### src/rtl/sreg_guard_pkg.sv
package sreg_guard_pkg;
    typedef enum logic {
        SG_IDLE   = 1'b0,
        SG_ACTIVE = 1'b1
    } sg_state_e;

    localparam int SR_W    = 8;
    localparam int LOCK_B  = 7;
    localparam int BPH_B   = 3;
    localparam int BPL_B   = 2;
    localparam int LATCH_B = 1;
    localparam int NV_LO   = 2;
    localparam int NV_W    = SR_W - NV_LO;
endpackage

### src/rtl/sreg_guard_ctrl.sv
module sreg_guard_ctrl
    import sreg_guard_pkg::*;
(
    input  logic clk,
    input  logic init_n,
    input  logic pwr_restart,
    input  logic cs_fall,
    input  logic cs_rise,
    input  logic wp_pin,
    input  logic cmd_wren,
    input  logic cmd_wrdi,
    input  logic sr_wr,
    input  logic wel,
    input  logic lock,
    output logic set_wel,
    output logic clr_wel,
    output logic sr_accept
);
    sg_state_e state, state_nx;
    logic      wp_held;
    logic      active;

    always_comb begin
        state_nx = state;
        unique case (state)
            SG_IDLE:   if (cs_fall) state_nx = SG_ACTIVE;
            SG_ACTIVE: if (cs_rise) state_nx = SG_IDLE;
            default:   state_nx = SG_IDLE;
        endcase
        if (pwr_restart) state_nx = SG_IDLE;
    end

    always_ff @(posedge clk or negedge init_n) begin
        if (!init_n) begin
            state   <= SG_IDLE;
            wp_held <= 1'b0;
        end else begin
            state <= state_nx;
            if (state == SG_IDLE && cs_fall && !pwr_restart)
                wp_held <= wp_pin;
        end
    end

    always_comb begin
        active    = (state == SG_ACTIVE) && !pwr_restart;
        set_wel   = active && cmd_wren && !cmd_wrdi;
        clr_wel   = active && cmd_wrdi;
        sr_accept = active && sr_wr && wel && (!lock || wp_held);
    end


    end_idle_chk: assert property (@(posedge clk) disable iff (!init_n)
        (state == SG_ACTIVE && cs_rise) |=> (state == SG_IDLE));


    restart_idle_chk: assert property (@(posedge clk) disable iff (!init_n)
        pwr_restart |=> (state == SG_IDLE));


    held_pin_chk: assert property (@(posedge clk) disable iff (!init_n)
        (state == SG_ACTIVE) |=> $stable(wp_held));
endmodule

### src/rtl/sreg_guard_regs.sv
module sreg_guard_regs
    import sreg_guard_pkg::*;
(
    input  logic            clk,
    input  logic            init_n,
    input  logic            pwr_restart,
    input  logic            set_wel,
    input  logic            clr_wel,
    input  logic            sr_load,
    input  logic [SR_W-1:0] sr_wdata,
    output logic [SR_W-1:0] sr_q
);
    logic [NV_W-1:0] nv_bits;
    logic            wel;

    always_ff @(posedge clk or negedge init_n) begin
        if (!init_n) begin
            nv_bits <= '0;
            wel     <= 1'b0;
        end else begin
            if (pwr_restart)  wel <= 1'b0;
            else if (clr_wel) wel <= 1'b0;
            else if (set_wel) wel <= 1'b1;
            if (sr_load) nv_bits <= sr_wdata[SR_W-1:NV_LO];
        end
    end

    assign sr_q = {nv_bits, wel, 1'b0};


    load_needs_latch_chk: assert property (@(posedge clk) disable iff (!init_n)
        sr_load |-> wel);


    load_value_chk: assert property (@(posedge clk) disable iff (!init_n)
        sr_load |=> (sr_q[SR_W-1:NV_LO] == $past(sr_wdata[SR_W-1:NV_LO])));


    low_ignored_chk: assert property (@(posedge clk) disable iff (!init_n)
        (sr_load && !set_wel && !clr_wel && !pwr_restart && (sr_wdata[1:0] != 2'b00))
        |=> (sr_q[1:0] == {$past(sr_q[LATCH_B]), 1'b0}));


    latch_hold_chk: assert property (@(posedge clk) disable iff (!init_n)
        (sr_q[LATCH_B] && !clr_wel && !pwr_restart) |=> sr_q[LATCH_B]);


    restart_keep_chk: assert property (@(posedge clk) disable iff (!init_n)
        pwr_restart |=> (!sr_q[LATCH_B] && $stable(sr_q[SR_W-1:NV_LO])));
endmodule

### src/rtl/sreg_guard_region.sv
module sreg_guard_region #(
    parameter int AW = 15
) (
    input  logic [AW-1:0] addr,
    input  logic [1:0]    bp,
    output logic          prot
);
    logic top_half;
    logic top_quarter;

    generate
        if (AW >= 2) begin : g_wide
            assign top_half    = addr[AW-1];
            assign top_quarter = &addr[AW-1:AW-2];
        end else begin : g_narrow
            assign top_half    = addr[AW-1];
            assign top_quarter = addr[AW-1];
        end
    endgenerate

    always_comb begin
        unique case (bp)
            2'b00:   prot = 1'b0;
            2'b01:   prot = top_quarter;
            2'b10:   prot = top_half;
            default: prot = 1'b1;
        endcase
    end
endmodule

### src/rtl/sreg_guard.sv
module sreg_guard
    import sreg_guard_pkg::*;
#(
    parameter int AW = 15
) (
    input  logic            clk,
    input  logic            init_n,
    input  logic            pwr_restart,
    input  logic            cs_fall,
    input  logic            cs_rise,
    input  logic            wp_pin,
    input  logic            cmd_wren,
    input  logic            cmd_wrdi,
    input  logic            sr_wr,
    input  logic [SR_W-1:0] sr_wdata,
    input  logic [AW-1:0]   q_addr,
    output logic [SR_W-1:0] sr_rdata,
    output logic            q_write_ok,
    output logic            sr_accept
);
    logic            set_wel, clr_wel, prot;
    logic [SR_W-1:0] sr_q;

    sreg_guard_ctrl u_ctrl (
        .clk         (clk),
        .init_n      (init_n),
        .pwr_restart (pwr_restart),
        .cs_fall     (cs_fall),
        .cs_rise     (cs_rise),
        .wp_pin      (wp_pin),
        .cmd_wren    (cmd_wren),
        .cmd_wrdi    (cmd_wrdi),
        .sr_wr       (sr_wr),
        .wel         (sr_q[LATCH_B]),
        .lock        (sr_q[LOCK_B]),
        .set_wel     (set_wel),
        .clr_wel     (clr_wel),
        .sr_accept   (sr_accept)
    );

    sreg_guard_regs u_regs (
        .clk         (clk),
        .init_n      (init_n),
        .pwr_restart (pwr_restart),
        .set_wel     (set_wel),
        .clr_wel     (clr_wel),
        .sr_load     (sr_accept),
        .sr_wdata    (sr_wdata),
        .sr_q        (sr_q)
    );

    sreg_guard_region #(.AW(AW)) u_region (
        .addr (q_addr),
        .bp   (sr_q[BPH_B:BPL_B]),
        .prot (prot)
    );

    assign sr_rdata   = sr_q;
    assign q_write_ok = sr_q[LATCH_B] && !prot;


    all_lock_chk: assert property (@(posedge clk) disable iff (!init_n)
        (sr_rdata[BPH_B:BPL_B] == 2'b11) |-> !q_write_ok);


    latch_off_chk: assert property (@(posedge clk) disable iff (!init_n)
        !sr_rdata[LATCH_B] |-> (!q_write_ok && !sr_accept));
endmodule

### config.mk
export PLATFORM = sky130hd
export DESIGN_NAME = sreg_guard
export DESIGN_NICKNAME = d
export VERILOG_FILES = /design/src/rtl/sreg_guard_pkg.sv /design/src/rtl/sreg_guard_ctrl.sv /design/src/rtl/sreg_guard_regs.sv /design/src/rtl/sreg_guard_region.sv /design/src/rtl/sreg_guard.sv
export SDC_FILE = /design/constraint.sdc
export NUM_CORES = 1
export LEC_CHECK = 0
export CORE_AREA = 2 2 39 41
export CTS_BUF_LIST = sky130_fd_sc_hd__clkbuf_8
export DETAILED_ROUTE_END_ITERATION = 10
export DIE_AREA = 0 0 41 43
export DONT_BUFFER_PORTS = 1
export SLEW_MARGIN = 20
export SYNTH_ARGS = -nofsm -noshare
export SYNTH_HDL_FRONTEND = slang
export SYNTH_SLANG_ARGS = --single-unit
### constraint.sdc
create_clock -name clk -period 3.9 [get_ports clk]
set_clock_uncertainty 0.15 [all_clocks]
set_input_delay 0.975 -clock clk [delete_from_list [all_inputs] [get_ports clk]]
set_output_delay 0.975 -clock clk [all_outputs]
set_load 0.005 [all_outputs]
==> summary.md <==
| Metric | Value |
|---|---|
| Share of cells above drive strength 1 | 0.324 |
| Area of the die | 1760 sq um |
| Worst endpoint required time | 2.77 ns |
| Power Internal | 0.000186 W |
| Number of nets in the layout | 67 |
| Family with the most delay on the worst path | compound AO/OA/AOI/OAI gates |
| Post-Syn Area | 414 sq um |
| Hold_buf cts | 0 |
| Clk pwr share | 0.418 |
| Total global routing track utilization | 0.0939 |
| Post-DP HPWL | 640 um |
| Sink Count | 9 |
| Initial antenna violation count | 0 |
| Dpl ws | 1.32 ns |
| Final Hold Fails | 0 |
| WP data arrival | 1.44 ns |
| Post-CTS setup buffer count | 0 |
| CP max stage delay | 0.26 ns |
| Layout area overhead | 10.3% |
| Worst VDD drop | 0.199 mV |
| CTS clk-pin slew, worst paths | 0.04 ns |
| Port Buffers | 0 |
| Crit path capture type | output port |
| Hold Path Class | primary input to asynchronous set/reset pin |
| Crit-path slowest cell | a21oi_4 |
| PostCTS Resize Cnt | 0 |
| Status | finished, final reports clean |
| Sequential power share | 0.504 |
| Crit share post-route | 0.657 |
| Max-cap violations | 0 |
| Post-Synthesis Cells | 33 |
| Floorplan row count | 14 |
| Root Buffer | clkbuf_8 |
| Register area share after synthesis | 0.544 |
| DRC viols | 0 |
| Die width | 41 um |
| Sw Share | 0.212 |
| CP startpoint | pwr_restart |
| Post-Synthesis Mean Instance Area | 12.5 sq um |
| Leakage power total | 0.219 nW |
| CTS tree | done |
| Netlist cell types | 14 |
| Critical path buffers and inverters | 0 |
| N_diodes | 0 |
| Yosys reg bits | 9 |
| Share of the synthesized area in the top cell type | 0.544 |
| Ys Warns | 0 |
| Total congestion overflow | 0 |
| GPL Wtd Cong | 0.587 |
| Clock Latency Late Sink | 0.22 ns |
| Setup TNS | 0 ns |
| Clock Tree Buf Depth | 2 |
| Vias in the first global route | 308 |
| Most common cell after layout, fill and taps aside | dfrtp_1 |
| Gate power share | 0.078 |
| Crit-path max FO | 7 |
| Die height | 43 um |
| Vias | 238 |
| Commonest non-fill, non-tap cells in the layout | dfrtp_1 (9), mux2_2 (6), nand2_1 (3), clkbuf_8 (3) |
| Initial drt markers | 0 |
| Final WS setup | 1.34 ns |
| Starting density of the core | 0.299 |
| RSZ-0062 raised after global routing | no |
| Worst Setup Start Kind | primary input |
| H-tree Lvls | 1 |
| Fin crit period | 2.56 ns |
| Pwr dens | 517 nW/um^2 |
| Top Ports | 42 |
| First-pass detailed-route iteration total | 1 |
| Crit Path Class | primary input to output port |
| Max Fclk | 390 MHz |
| Routed Antenna Nets | 0 |
| Critical Path, Cell by Cell | nand4b_2 -> a21oi_4 |
| NetSw | 0.0000501 W |
| Synth area leaders | dfrtp_1 (54%), mux2_2 (16%), buf_4 (5.4%) |
| Vias per Instance | 4.76 |
| Cts bufs inserted | 3 |
| Reg2reg start | u_ctrl.state |
| Core Box Area | 1380 sq um |
| Pin count of the biggest net entering global routing | 10 |
| Yosys top cell by area | dfrtp_1 |
| Syn Nets | 65 |
| Routed wire length | 742 um |
| Pins over their slew limit | 0 |
| Routed WL per cell | 14.8 um |
| Final-report setup violation count | 0 |
| First-pass GRT wire length | 1.12 mm |
==> registers in the layout, summed over array words and instances (netlist names) <==
signal,flops
u_ctrl.state,1
u_regs.wel,1
u_ctrl.wp_held,1
u_regs.nv_bits,6
==> routing by layer <==
layer,vias up,global-route usage,share of wire
met5,-,0,0
met4,0,0.0600,0
met3,0,0.0157,0.10
met2,11,0.163,0.58
met1,113,0.0949,0.32
li1,114,-,-
==> final cells by class <==
type	count	area, sq um
flip-flops and latches	9	225
clock inverters	1	3.75
multi-input cells	20	163
fillers	149	927
clock buffers	3	41.3
well taps	16	20.0
inverters	1	3.75
==> worst paths after layout <==
kind,slack (ns),cells after the start,end
worst max-delay path,1.34,2,sr_accept
worst min-delay path,0.30,0,u_regs.nv_bits[3]
worst max register to register,2.41,3,u_regs.nv_bits[5]
worst min register to register,0.39,1,u_regs.nv_bits[2]
max in group asynchronous,3.23,0,u_regs.wel
min in group clk,0.39,1,u_regs.nv_bits[2]
==> through the flow <==
stage	instance area [sq um]	util	hold slack, ns	cells	total power [W]
2_1_floorplan	414	-	0.355	33	0.000138
5_1_grt	457	0.330	0.284	50	0.000251
6_report	457	0.330	0.297	50	0.000236
3_5_place_dp	412	0.297	0.384	46	0.000139
3_3_place_gp	412	0.297	0.380	46	0.000138
4_1_cts	457	0.330	0.291	50	0.000241
==> kinds of logic after synthesis <==
kind of cell,Yosys count,synth area share
flip-flops,9,0.544
AO/OA/AOI/OAI,7,0.130
multiplexers,6,0.163
AND/OR/NAND/NOR,6,0.0906
buffers and inverters,4,0.0634
other,1,0.00905
==> power groups by stage <==
stage / clock [W] / sequential, W / combinational (W)
floorplan: 0 / 0.000117 / 0.0000207
global placement: 0 / 0.000120 / 0.0000175
detailed placement: 0 / 0.000120 / 0.0000190
CTS: 0.000103 / 0.000119 / 0.0000190
global route: 0.000109 / 0.000121 / 0.0000209
finish: 0.0000986 / 0.000119 / 0.0000185
==> Yosys cell counts <==
cell type / count
nor3b_1: 1
a21oi_1: 2
inv_1: 1
nor2_1: 1
dfrtp_1: 9
buf_4: 3
nand2_1: 3
a21o_1: 1
a21oi_4: 1
o21ai_0: 1
conb_1: 1
a211oi_1: 2
mux2_2: 6
nand4b_2: 1
Note: power is estimated with default switching activity, not from simulation.
